File: src/rtl/nsrtc_pkg.sv
package nsrtc_pkg;

    localparam int unsigned WORD_W = 32;
    localparam int unsigned CNT_W  = 2 * WORD_W;
    localparam int unsigned OFS_W  = 6;

    // Register offsets (byte addresses on the register port)
    localparam logic [OFS_W-1:0] OFS_TIME_LO  = 6'h00;
    localparam logic [OFS_W-1:0] OFS_TIME_HI  = 6'h04;
    localparam logic [OFS_W-1:0] OFS_ALARM_LO = 6'h08;
    localparam logic [OFS_W-1:0] OFS_ALARM_HI = 6'h0C;
    localparam logic [OFS_W-1:0] OFS_ARMED    = 6'h10;
    localparam logic [OFS_W-1:0] OFS_DISARM   = 6'h14;
    localparam logic [OFS_W-1:0] OFS_STATUS   = 6'h18;
    localparam logic [OFS_W-1:0] OFS_IRQ_ACK  = 6'h1C;

    typedef logic [WORD_W-1:0] word_t;
    typedef logic [CNT_W-1:0]  cnt_t;

    // One-cycle action strobes produced by the decoder
    typedef struct packed {
        logic time_lo_wr;
        logic time_hi_wr;
        logic alarm_lo_wr;
        logic alarm_hi_wr;
        logic disarm;
        logic irq_ack;
        logic time_lo_rd;
    } strobe_t;

    // Read data source selection
    typedef enum logic [2:0] {
        RSEL_ZERO,
        RSEL_TIME_LO,
        RSEL_TIME_HI,
        RSEL_ALARM_LO,
        RSEL_ALARM_HI,
        RSEL_ARMED,
        RSEL_STATUS
    } rsel_e;

    // Register state of the time base
    typedef struct packed {
        cnt_t  count;
        word_t hi_stage;
        word_t snap_hi;
    } tb_state_t;

    // Register state of the alarm unit
    typedef struct packed {
        cnt_t  alarm;
        word_t hi_stage;
        logic  armed;
        logic  status;
        logic  irq;
    } al_state_t;

endpackage

File: src/rtl/nsrtc_decode.sv
module nsrtc_decode
    import nsrtc_pkg::*;
(
    input  logic             sel_i,
    input  logic             wr_i,
    input  logic [OFS_W-1:0] ofs_i,
    input  word_t            wdata_i,
    output strobe_t          strb_o,
    output rsel_e            rsel_o
);

    logic wr_go;
    logic rd_go;

    always_comb begin
        wr_go  = sel_i && wr_i;
        rd_go  = sel_i && !wr_i;
        strb_o = '0;
        rsel_o = RSEL_ZERO;

        if (wr_go) begin
            unique case (ofs_i)
                OFS_TIME_LO:  strb_o.time_lo_wr  = 1'b1;
                OFS_TIME_HI:  strb_o.time_hi_wr  = 1'b1;
                OFS_ALARM_LO: strb_o.alarm_lo_wr = 1'b1;
                OFS_ALARM_HI: strb_o.alarm_hi_wr = 1'b1;
                OFS_DISARM:   strb_o.disarm      = wdata_i[0];
                OFS_IRQ_ACK:  strb_o.irq_ack     = wdata_i[0];
                default:      strb_o             = '0;
            endcase
        end

        if (rd_go) begin
            unique case (ofs_i)
                OFS_TIME_LO: begin
                    rsel_o            = RSEL_TIME_LO;
                    strb_o.time_lo_rd = 1'b1;
                end
                OFS_TIME_HI:  rsel_o = RSEL_TIME_HI;
                OFS_ALARM_LO: rsel_o = RSEL_ALARM_LO;
                OFS_ALARM_HI: rsel_o = RSEL_ALARM_HI;
                OFS_ARMED:    rsel_o = RSEL_ARMED;
                OFS_STATUS:   rsel_o = RSEL_STATUS;
                default:      rsel_o = RSEL_ZERO;
            endcase
        end
    end

endmodule

File: src/rtl/nsrtc_timebase.sv
module nsrtc_timebase
    import nsrtc_pkg::*;
#(
    parameter int unsigned NS_PER_TICK = 8
) (
    input  logic    clk,
    input  logic    rst_n,
    input  strobe_t strb_i,
    input  word_t   wdata_i,
    output cnt_t    count_o,
    output word_t   snap_hi_o
);

    localparam cnt_t STEP = CNT_W'(NS_PER_TICK);

    tb_state_t st_d;
    tb_state_t st_q;

    always_comb begin
        st_d       = st_q;
        st_d.count = st_q.count + STEP;

        // Upper word is only held until the lower word commits it
        if (strb_i.time_hi_wr) begin
            st_d.hi_stage = wdata_i;
        end

        // Lower-word write loads the whole count; it beats the tick
        if (strb_i.time_lo_wr) begin
            st_d.count = {st_q.hi_stage, wdata_i};
        end

        // Lower-word read captures the matching upper half
        if (strb_i.time_lo_rd) begin
            st_d.snap_hi = st_q.count[CNT_W-1:WORD_W];
        end
    end

    always_ff @(posedge clk) begin
        if (!rst_n) begin
            st_q <= '0;
        end else begin
            st_q <= st_d;
        end
    end

    assign count_o   = st_q.count;
    assign snap_hi_o = st_q.snap_hi;

endmodule

File: src/rtl/nsrtc_alarm.sv
module nsrtc_alarm
    import nsrtc_pkg::*;
(
    input  logic    clk,
    input  logic    rst_n,
    input  strobe_t strb_i,
    input  word_t   wdata_i,
    input  cnt_t    count_i,
    output cnt_t    alarm_o,
    output logic    armed_o,
    output logic    status_o,
    output logic    irq_o
);

    al_state_t st_d;
    al_state_t st_q;
    logic      hit;

    always_comb begin
        hit  = st_q.armed && (count_i >= st_q.alarm);
        st_d = st_q;

        if (strb_i.alarm_hi_wr) begin
            st_d.hi_stage = wdata_i;
        end

        // Interrupt acknowledge first, so that a hit in the same cycle wins
        if (strb_i.irq_ack) begin
            st_d.irq = 1'b0;
        end

        if (hit) begin
            st_d.armed  = 1'b0;
            st_d.status = 1'b1;
            st_d.irq    = 1'b1;
        end

        // Software disarm clears status and arming, not the interrupt line
        if (strb_i.disarm) begin
            st_d.armed  = 1'b0;
            st_d.status = 1'b0;
        end

        // Commit of the lower word loads and arms the alarm
        if (strb_i.alarm_lo_wr) begin
            st_d.alarm = {st_q.hi_stage, wdata_i};
            st_d.armed = 1'b1;
        end
    end

    always_ff @(posedge clk) begin
        if (!rst_n) begin
            st_q <= '0;
        end else begin
            st_q <= st_d;
        end
    end

    assign alarm_o  = st_q.alarm;
    assign armed_o  = st_q.armed;
    assign status_o = st_q.status;
    assign irq_o    = st_q.irq;

endmodule

File: src/rtl/nsrtc_top.sv
module nsrtc_top
    import nsrtc_pkg::*;
#(
    parameter int unsigned NS_PER_TICK = 8
) (
    input  logic             clk,
    input  logic             rst_n,
    input  logic             bus_sel,
    input  logic             bus_wr,
    input  logic [OFS_W-1:0] bus_ofs,
    input  logic [31:0]      bus_wdata,
    output logic [31:0]      bus_rdata,
    output logic             irq_o
);

    strobe_t strb;
    rsel_e   rsel;
    cnt_t    count_q;
    word_t   snap_hi_q;
    cnt_t    alarm_q;
    logic    armed_q;
    logic    status_q;
    logic    irq_q;

    nsrtc_decode u_decode (
        .sel_i   (bus_sel),
        .wr_i    (bus_wr),
        .ofs_i   (bus_ofs),
        .wdata_i (bus_wdata),
        .strb_o  (strb),
        .rsel_o  (rsel)
    );

    nsrtc_timebase #(
        .NS_PER_TICK (NS_PER_TICK)
    ) u_timebase (
        .clk       (clk),
        .rst_n     (rst_n),
        .strb_i    (strb),
        .wdata_i   (bus_wdata),
        .count_o   (count_q),
        .snap_hi_o (snap_hi_q)
    );

    nsrtc_alarm u_alarm (
        .clk      (clk),
        .rst_n    (rst_n),
        .strb_i   (strb),
        .wdata_i  (bus_wdata),
        .count_i  (count_q),
        .alarm_o  (alarm_q),
        .armed_o  (armed_q),
        .status_o (status_q),
        .irq_o    (irq_q)
    );

    always_comb begin
        unique case (rsel)
            RSEL_TIME_LO:  bus_rdata = count_q[WORD_W-1:0];
            RSEL_TIME_HI:  bus_rdata = snap_hi_q;
            RSEL_ALARM_LO: bus_rdata = alarm_q[WORD_W-1:0];
            RSEL_ALARM_HI: bus_rdata = alarm_q[CNT_W-1:WORD_W];
            RSEL_ARMED:    bus_rdata = {{(WORD_W-1){1'b0}}, armed_q};
            RSEL_STATUS:   bus_rdata = {{(WORD_W-1){1'b0}}, status_q};
            default:       bus_rdata = '0;
        endcase
    end

    assign irq_o = irq_q;

endmodule

File: config.mk
export PLATFORM = sky130hd
export DESIGN_NAME = nsrtc_top
export DESIGN_NICKNAME = d
export VERILOG_FILES = /design/src/rtl/nsrtc_pkg.sv /design/src/rtl/nsrtc_decode.sv /design/src/rtl/nsrtc_timebase.sv /design/src/rtl/nsrtc_alarm.sv /design/src/rtl/nsrtc_top.sv
export SDC_FILE = /design/constraint.sdc
export NUM_CORES = 1
export LEC_CHECK = 0
export ABC_AREA = 1
export BUFFER_PORTS_ARGS = -buffer_cell sky130_fd_sc_hd__clkbuf_2
export CAP_MARGIN = 15
export CORE_MARGIN = 2
export CORE_UTILIZATION = 61
export DETAILED_ROUTE_END_ITERATION = 8
export PLACE_DENSITY = 0.8
export SLEW_MARGIN = 40
export SYNTH_ARGS = -nofsm -noshare
export SYNTH_HDL_FRONTEND = slang
export SYNTH_HIERARCHICAL = 1
export SYNTH_SLANG_ARGS = --single-unit
File: constraint.sdc
create_clock -name clk -period 3.4 [get_ports clk]
set_clock_uncertainty 0.2 [all_clocks]
set_input_delay 0.51 -clock clk [delete_from_list [all_inputs] [get_ports clk]]
set_output_delay 0.51 -clock clk [all_outputs]
set_load 0.02 [all_outputs]
==> impl_results.md, run 1 <==
- Status: complete, no violations
- Final net count: 2,150
- Placed Cells: 2,301
- Std cell rows: 55
- Port Buffer Count: 74
- Most common cell on crit path: nand2_1
- Post-route ant nets: 0
- Register area share after synthesis: 32.2%
- GR Util All Layers: 34.0%
- Most Crowded Layer GR: met2
- Max FO, Critical Path: 13
- Area leader, netlist: dfxtp_1
- Non-Filler Cell Area, Final: 0.0144 mm^2
- Die Span X: 156 um
- M3 GR Usage: 6.36%
- Finished Layout Cells: ~2,300
- Yosys warning count: 6
- Grt total ovfl: 0
- Post-synth top area share: between 30% and 40%
- H-tree depth: 1
- Post-cts gate resize count: 0
- Share of cells above drive strength 1: 9.17%
- Final hold violation count: 0
- Hold path start: bus_wdata[22]
- Filler Cell Count: about 2,100
- DP Area: 0.0135 mm^2
- Vias in the first global route: 12,200
- Max_cap viols: 0
- Synth Area in Compound Gates: 15.6%
- Tmin final: approximately 3.2 ns
- Area contributors post-synth: dfxtp_1, nand2_1, inv_1
- CP arrival: around 2.5 ns
- Max transition margin: 50.8%
- Drt pass-1 iters: 8
- Final Wtd Congestion: 1.04
- Syn avg cell area: 6.52 um^2
- Netlist Area Pre-Place: 0.0141 mm^2
- Clock sinks: approximately 230
- Worst-path clk slew: about 0.060 ns
- Clock Latency Late Sink: 0.53 ns
- Crit path required time: around 2.7 ns
- Worst r2r src: u_timebase/count_o[3]
- Critical path launch point type: primary input
- Grt met2 use: between 50% and 60%
- CP peak stage delay: around 0.27 ns
- Post-Synth Simple-Gate Area: 24.6%
- CTS Hold Bufs: 0
- Peak Freq: approximately 0.31 GHz
- Ant. Diodes: 0
- Final core utilization: 63.2%
- Grt met1 use: 47.2%
- Largest family of logic cells by synthesized area: simple AND/OR/NAND/NOR gates
- CTS Buf Count: 25
- CTS root buf: clkbuf_16
- Area delta synth->final: 1.58%
- Library cells used by synthesis: 36
- Hold Path Class: primary input to register
- Post-Synth XOR/XNOR Area: 1.86%
- Mux contribution to synthesized area: 0%
- Routed len/inst: 17.9 um
- Worst Tran Pin Value: ~0.74 ns
- Leak: approximately 6.9 nW
- Fin crit share: a little over nine tenths
- Core box area: 0.0227 mm^2
- Slowest CP cell: nor2_1
- Crit path cell chain: clkbuf_2, nor2_2, nand2_1, nand2_1, nand2_1, nor2_1, buf_4, nand3_2, buf_4, o21ai_0, inv_1, nand2_1, clkbuf_2
- Clk buf depth: 3
- Global-route wire length before repair: 64,700 um
- Number of synthesized register bits: roughly 230
- TritonCTS clock tree: built
- Initial antenna violation count: 0
- Setup crit start: bus_ofs[1]
- Post-Route WL: around 42,000 um
- Setup TNS Final: 0 ns
- Pwr per Cell Area: between 300 and 400 mW/mm^2
- Max Slew Vio Count: 0
- Setup violation total in the final timing report: 0
- Vias per Instance: ~5.6
- Die ar.: 0.0244 mm^2
- Largest net degree at the start of global routing: ~180
- Worst Setup Path Type: primary input to primary output
- IO Pins: 75
- CP endpoint kind: primary output
- VDD IR max: 0.000259 V
- # DRC: 0
- Initial cell density of the core: between 60% and 70%
- Post-DP HPWL: 30,400 um
- Mapped Nets: 2,273
- Die H: around 160 um
- Setup Buffers After CTS: 0
- Area share of fa/ha/maj cells after synthesis: about 5.8%
- Cell count after synthesis: 2,166
- Via Count: 13,200
- DR iter-0 viols: 1,514
[flip-flops by register name (all words and copies together), names as in the netlist]
signal	count
u_timebase/count_o	64
u_alarm/status_o	1
u_alarm/st_q	32
u_alarm/irq_o	1
u_timebase/st_q	32
u_alarm/armed_o	1
u_timebase/snap_hi_o	32
u_alarm/alarm_o	64
[area by class of cell]
cell class              count  area [um^2]  share of cell area, %
clock buffers              37          711                   4.95
inverters                 339         1280                   8.89
multi-input cells        1354         6800                   47.3
repair buffers             96          576                   4.01
flip-flops and latches    227         4540                   31.7
well taps                 285          357                   2.48
clock inverters             7         93.8                  0.654
[synthesized netlist by cell type, drive strengths merged]
cell type	number
nor3	3
dlygate4sd1	1
o21bai	1
ha	65
o21a	3
nor2	289
o211ai	1
nand2	419
buf	175
a21oi	186
nand3b	1
nor3b	1
nand4	18
xor2	18
nand3	91
xnor2	12
a21o	2
inv	339
nor4	1
dfxtp	227
clkbuf	70
o21ai	243
[critical path: cells and delay by family]
family / cells / cell delay [ns]
buffers and inverters: 5 / 0.79
AO/OA/AOI/OAI: 1 / 0.20
AND/OR/NAND/NOR: 7 / 1.00
[cell usage in the layout (no fill, tap or decap), types with 2 or more instances in the layout]
cell / count
a21oi_1: 185
clkinv_2: 4
inv_1: 333
o21ai_1: 15
xor2_1: 18
inv_2: 4
o21a_1: 3
nand2_4: 6
clkbuf_8: 4
bufinv_16: 2
nand4_1: 16
clkbuf_1: 8
nor2_1: 262
xnor2_1: 12
nand3_2: 2
clkbuf_16: 25
nor3_2: 2
nor2_8: 3
nand2_1: 404
nor2_2: 17
ha_1: 65
nand2_2: 9
dfxtp_1: 227
nand4_2: 2
buf_4: 20
buf_12: 3
clkbuf_2: 73
nand3_1: 89
o21ai_0: 228
a21o_1: 2
nor2_4: 7
[stage by stage]
step | hold WS, ns | power [W] | setup WS, ns
after floorplan | 0.225 | 0.00291 | 0.833
after global placement | 0.246 | 0.00300 | 0.308
after detailed placement | 0.257 | 0.00301 | 0.193
after CTS | 0.0436 | 0.00566 | 0.176
after global routing | 0.0788 | 0.00581 | -0.0121
final | 0.0466 | 0.00566 | 0.176
[power breakdown]
group	switching [W]	internal [W]
clock network	0.00110	0.00160
registers	0.0000152	0.00267
logic	0.000185	0.0000826
[kinds of logic after synthesis]
logic type               after synthesis
AND/OR/NAND/NOR                      823
AO/OA/AOI/OAI                        436
XOR/XNOR                              30
flip-flops                           227
buffers and inverters                585
adder cells (fa/ha/maj)               65
[metal layers]
| metal | vias to the layer above | part of all wire, % | wire length [um] |
|---|---|---|---|
| li1 | 6389 | - | - |
| met1 | 6051 | 43 | 18000 |
| met2 | 669 | 44 | 18400 |
| met3 | 112 | 10 | 4210 |
| met4 | 0 | 3.1 | 1300 |
| met5 | - | 0 | 0 |
[worst paths after layout]
kind              slack [ns]  cells after the start                endpoint
hold reg to reg         0.26                      2           u_alarm/irq_o
setup / recovery        0.18                     13           bus_rdata[28]
setup reg to reg        1.07                      9  u_timebase/count_o[39]
hold / removal          0.05                      3        u_alarm/st_q[25]
(Power assumes the default switching activity.)
==> inputs of run 2 (changes only) <==
CORE_ASPECT_RATIO = 0.6   (was unset)
CORE_MARGIN = 10   (was 2)
==> impl_results.md, run 2 (synthesis results as in run 1) <==
- CP endpoint kind: primary output (unchanged)
- Global-route wire length before repair: 65,300 um (was 64,700 um)
- Setup TNS Final: 0 ns (unchanged)
- Worst r2r src: u_timebase/count_o[3] (unchanged)
- Reg2reg path depth: 10 (was 9)
- Pwr per Cell Area: 383 mW/mm^2 (was 394 mW/mm^2)
- Final net count: 2,148 (was 2,150)
- Area delta synth->final: 1.45% (was 1.58%)
- Die ar.: 0.0299 mm^2 (was 0.0244 mm^2)
- Leak: 6.85 nW (was 6.87 nW)
- VDD IR max: 0.000339 V (was 0.000259 V)
- Logic pwr share: 4.9% (was 4.7%)
- H-tree depth: 1 (unchanged)
- Vias in the first global route: 11,700 (was 12,200)
- Share of cells above drive strength 1: 9.05% (was 9.17%)
- Final Wtd Congestion: 1.03 (was 1.04)
- Core box area: 0.0229 mm^2 (was 0.0227 mm^2)
- DR iter-0 viols: 1,804 (was 1,514)
- CTS root buf: clkbuf_16 (unchanged)
- Sequential Power Share: 48.9% (was 47.5%)
- Clock sinks: 227 (unchanged)
- Initial cell density of the core: 61.7% (was 62.2%)
- Filler Cell Count: 2,136 (was 2,090)
- Worst Setup Path Type: primary input to primary output (unchanged)
- Routed len/inst: 18.0 um (was 17.9 um)
- Grt total ovfl: 0 (unchanged)
- Fin crit share: 87.9% (was 94.8%)
- Area of the multi-input gates: 0.00679 mm^2 (was 0.00680 mm^2)
- Hold path start: bus_wdata[26] (was bus_wdata[22])
- CP endpoint: bus_rdata[31] (was bus_rdata[28])
- Final hold violation count: 0 (unchanged)
- RSZ-0062 raised after global routing: false
- Setup crit start: bus_ofs[1] (unchanged)
- Setup Buffers After CTS: 0 (unchanged)
- Post-cts gate resize count: 0 (unchanged)
- Die Span X: 216 um (was 156 um)
- R2R setup slack: 1.00 ns (was 1.07 ns)
- Commonest non-fill, non-tap cells in the layout: nand2_1, inv_1, nor2_1 (unchanged)
- Post-Route WL: 42,600 um (was 41,900 um)
- Total net switching power: 0.00128 W (was 0.00130 W)
- Max_cap viols: 0 (unchanged)
- Max transition margin: 46.8% (was 50.8%)
- Hold Worst Slack: 0.0597 ns (was 0.0466 ns)
- CTS Buf Count: 23 (was 25)
- Crit path required time: 2.69 ns (about the same)
- CTS Hold Bufs: 0 (unchanged)
- Leading cell type in the layout, fill and taps excluded: nand2_1 (unchanged)
- FF-to-FF End: u_timebase/count_o[39] (unchanged)
- Worst Tran Pin Value: 0.798 ns (was 0.737 ns)
- Worst-path clk slew: 0.06 ns (about the same)
- Tmin final: 2.99 ns (was 3.22 ns)
- Via Count: 13,000 (was 13,200)
- Largest net degree at the start of global routing: 177 (unchanged)
- Peak Freq: 0.335 GHz (was 0.310 GHz)
- Sequential cell area: 0.00454 mm^2 (unchanged)
- Clk buf depth: 3 (unchanged)
- Drt pass-1 iters: 6 (was 8)
- Die H: 138 um (was 156 um)
- Ant. Diodes: 0 (unchanged)
- Port Buffer Count: 74 (unchanged)
- Vias per Instance: 5.50 (was 5.64)
- CP arrival: 2.28 ns (was 2.51 ns)
- Hold Path Class: primary input to register (unchanged)
- Clock Latency Late Sink: 0.52 ns (was 0.53 ns)
- TritonCTS clock tree: built (unchanged)
- Std cell rows: 43 (was 55)
- Clock share of power: 46.2% (was 47.7%)
- Initial antenna violation count: 2 (was 0)
- Post-route ant nets: 0 (unchanged)
- GR Util All Layers: 27.7% (was 34.0%)
- Switch share: 23.3% (was 23.1%)
- # DRC: 0 (unchanged)
- IO Pins: 75 (unchanged)
- Internal power: 0.00422 W (was 0.00435 W)
- Critical path launch point type: primary input (unchanged)
- Max Slew Vio Count: 0 (unchanged)
- Setup violation total in the final timing report: 0 (unchanged)
- Status: complete, no violations (unchanged)
- Max FO, Critical Path: 17 (was 13)
- Post-DP HPWL: 31,600 um (was 30,400 um)
## run 2: stage by stage
step	instances	total power (W)	utilization (%)	setup WS, ns	cell area (um^2)
finish	2371	0.00550	62.6	0.411	14300
CTS	2371	0.00552	62.6	0.446	14300
detailed placement	2331	0.00301	59.3	0.471	13600
global route	2371	0.00565	62.6	0.216	14300
global placement	2331	0.00300	59.3	0.537	13600
floorplan	2166	0.00291	-	0.833	14100
## run 2: critical path, stage by stage
cell and delay, ns:
clkbuf_2 0.10, nor2_2 0.16, nand2_1 0.13, nand2_1 0.09, nand2_1 0.07, nor2_1 0.17, buf_4 0.18, nand2_1 0.07
nor2_2 0.09, buf_4 0.24, nand2_1 0.08, nand2_1 0.09, inv_1 0.04, nand2_1 0.06, clkbuf_2 0.18
## run 2: power groups by stage
stage | clock network, W | registers, W | logic (W)
detailed placement | 0 | 0.00275 | 0.000259
CTS | 0.00257 | 0.00269 | 0.000261
global placement | 0 | 0.00275 | 0.000255
finish | 0.00254 | 0.00269 | 0.000268
floorplan | 0 | 0.00274 | 0.000171
global route | 0.00266 | 0.00269 | 0.000297
## run 2: worst min path at each step
stage / to / cells after the start
after global placement: u_timebase/st_q[45] / 2
after detailed placement: u_timebase/st_q[52] / 2
after floorplan: u_alarm/status_o / 2
after global routing: u_timebase/st_q[41] / 3
after CTS: u_alarm/st_q[29] / 3
final: u_alarm/st_q[29] / 3
## run 2: layout make-up
cell class	instances	area share, %
clock inverters	9	0.689
clock buffers	31	4.43
flip-flops and latches	227	31.7
inverters	339	8.90
multi-input cells	1354	47.3
well taps	315	2.75
repair buffers	96	4.19
## run 2: routing by layer
layer  share of wire (%)  global-route usage [%]  up-vias  wire length [um]
li1                    -                       -     6360                 -
met2                  40                    39.1      640             16800
met3                  14                    10.9       63              6140
met5               0.061                       0        -                26
met1                  44                    39.1     5969             18900
met4                 1.7                    5.26        4               725
==> inputs of run 3 (changes only) <==
CELL_PAD_IN_SITES_DETAIL_PLACEMENT = 0   (was unset)
CELL_PAD_IN_SITES_GLOBAL_PLACEMENT = 1   (was unset)
CORE_UTILIZATION = 48   (was 61)
PLACE_DENSITY = unset   (was 0.8)
PLACE_DENSITY_LB_ADDON = 0.1   (was unset)
==> impl_results.md, run 3 (synthesis results as in run 1) <==
- Filler Cell Count: 3,083 (was 2,136)
- Most common cell on crit path: nand2_1 (unchanged)
- Reg2reg path depth: 9 (was 10)
- Worst r2r src: u_timebase/count_o[3] (unchanged)
- Post-cts gate resize count: 0 (unchanged)
- Final hold violation count: 0 (unchanged)
- Routed len/inst: 19.2 um (was 18.0 um)
- Die H: 153 um (was 138 um)
- Via Count: 12,700 (was 13,000)
- Setup violation total in the final timing report: 0 (unchanged)
- CTS root buf: clkbuf_16 (unchanged)
- Setup TNS Final: 0 ns (unchanged)
- IO Pins: 75 (unchanged)
- Final net count: 2,147 (was 2,148)
- Final Wtd Congestion: 0.946 (was 1.03)
- Drt pass-1 iters: 6 (unchanged)
- CTS Buf Count: 24 (was 23)
- Hold Path Sink: u_alarm/st_q[31] (was u_alarm/st_q[29])
- Worst Setup Path Type: primary input to primary output (unchanged)
- Initial antenna violation count: 1 (was 2)
- Hold Path Class: primary input to register (unchanged)
- Worst-path clk slew: 0.06 ns (about the same)
- Critical path launch point type: primary input (unchanged)
- Vias in the first global route: 11,800 (was 11,700)
- Vias per Instance: 5.15 (was 5.50)
- Clock sinks: 227 (unchanged)
- H-tree depth: 1 (unchanged)
- Clock Latency Late Sink: 0.54 ns (was 0.52 ns)
- DR iter-0 viols: 1,051 (was 1,804)
- Global-route wire length before repair: 71,500 um (was 65,300 um)
- Hold Worst Slack: 0.0421 ns (was 0.0597 ns)
- Die ar.: 0.0369 mm^2 (was 0.0299 mm^2)
- Post-DP HPWL: 34,400 um (was 31,600 um)
- Commonest non-fill, non-tap cells in the layout: nand2_1, inv_1, nor2_1 (unchanged)
- Share of cells above drive strength 1: 9.04% (was 9.05%)
- Final core utilization: 50.3% (was 62.6%)
- Initial cell density of the core: 48.9% (was 61.7%)
- Hold Crit Depth: 3 (unchanged)
- Setup Buffers After CTS: 0 (unchanged)
- CP arrival: 2.37 ns (was 2.28 ns)
- Crit path cell chain: clkbuf_2, nor2_2, nand2_1, nand2_1, nand2_1, nor2_1, buf_4, nand2_1, nor2_2, buf_12, nand2_1, nand2_1, inv_1, nand2_1, clkbuf_2 (was clkbuf_2, nor2_2, nand2_1, nand2_1, nand2_1, nor2_1, buf_4, nand2_1, nor2_2, buf_4, nand2_1, nand2_1, inv_1, nand2_1, clkbuf_2)
- Core box area: 0.0289 mm^2 (was 0.0229 mm^2)
- Peak Freq: 0.325 GHz (was 0.335 GHz)
- Largest net degree at the start of global routing: 177 (unchanged)
- VDD IR max: 0.000330 V (was 0.000339 V)
- Clk buf depth: 3 (unchanged)
- Worst Setup Slack post-DPL: 0.335 ns (was 0.471 ns)
- Worst Tran Pin Value: 0.678 ns (was 0.798 ns)
- # DRC: 0 (unchanged)
- Max transition margin: 54.8% (was 46.8%)
- R2R setup slack: 0.86 ns (was 1.00 ns)
- Setup WS post-layout: 0.321 ns (was 0.411 ns)
- Ant. Diodes: 0 (unchanged)
- Std cell rows: 48 (was 43)
- Slowest CP cell: buf_12 (was buf_4)
- Area delta synth->final: 2.75% (was 1.45%)
- Crit path required time: 2.69 ns (about the same)
- Status: complete, no violations (unchanged)
- CP endpoint kind: primary output (unchanged)
- TritonCTS clock tree: built (unchanged)
- Die Span X: 242 um (was 216 um)
- Max FO, Critical Path: 31 (was 17)
- Grt total ovfl: 0 (unchanged)
- CTS Hold Bufs: 0 (unchanged)
- Tmin final: 3.08 ns (was 2.99 ns)
- FF-to-FF End: u_timebase/count_o[39] (unchanged)
- RSZ-0062 raised after global routing: false (unchanged)
- Leading cell type in the layout, fill and taps excluded: nand2_1 (unchanged)
- Max Slew Vio Count: 0 (unchanged)
- Port Buffer Count: 74 (unchanged)
- GR Util All Layers: 24.5% (was 27.7%)
- Max_cap viols: 0 (unchanged)
- DP Area: 0.0137 mm^2 (was 0.0136 mm^2)
- Post-Route WL: 47,100 um (was 42,600 um)
- CP peak stage delay: 0.23 ns (was 0.24 ns)
- Non-Filler Cell Area, Final: 0.0145 mm^2 (was 0.0143 mm^2)
- Fin crit share: 90.6% (was 87.9%)
- Hold path start: bus_wdata[28] (was bus_wdata[26])
- Post-route ant nets: 0 (unchanged)
- Leak: 6.88 nW (was 6.85 nW)
- Pwr per Cell Area: 389 mW/mm^2 (was 383 mW/mm^2)
run 3: how the worst max path moves through the flow:
stage                    start  depth (start not counted)  slack, ns             to
global route        bus_ofs[1]                         15       0.14  bus_rdata[19]
CTS                 bus_ofs[1]                         15       0.32  bus_rdata[19]
detailed placement  bus_ofs[1]                         15       0.34  bus_rdata[19]
finish              bus_ofs[1]                         15       0.32  bus_rdata[19]
global placement    bus_ofs[1]                         15       0.38  bus_rdata[19]
floorplan           bus_ofs[1]                         12       0.83  bus_rdata[10]
run 3: where the power goes:
| part | internal, W | leakage [nW] | total [W] | switching, W |
|---|---|---|---|---|
| sequential | 0.00267 | 1.83 | 0.00269 | 0.0000153 |
| clock | 0.00155 | 0.389 | 0.00269 | 0.00113 |
| combinational | 0.0000846 | 4.66 | 0.000277 | 0.000192 |
run 3: final cells by class:
| class | instances | area, um^2 | area share (%) |
|---|---|---|---|
| Multi-Input combinational cell | 1354 | 6790 | 46.8 |
| Sequential cell | 227 | 4540 | 31.3 |
| Clock buffer | 38 | 734 | 5.06 |
| Inverter | 339 | 1280 | 8.79 |
| Clock inverter | 5 | 50.0 | 0.345 |
| Timing Repair Buffer | 94 | 623 | 4.29 |
| Tap cell | 400 | 500 | 3.45 |
run 3: critical path: cells and delay by family:
kind	cells	cell delay, ns
buffers and inverters	5	0.73
and+or+nand+nor	10	1.11
run 3: metrics by stage:
| step | total power, W | instances |
|---|---|---|
| CTS | 0.00570 | 2457 |
| floorplan | 0.00291 | 2166 |
| global placement | 0.00302 | 2414 |
| global route | 0.00584 | 2457 |
| detailed placement | 0.00302 | 2414 |
| finish | 0.00565 | 2457 |
run 3: metal layers:
metal  vias up  global-route usage, %  routed length, um
met5         -                      0                  0
met4         0                   5.58               1040
met3        59                   3.95               3080
met2       393                   36.8              19600
met1      5834                   35.8              23400
li1       6369                      -                  -
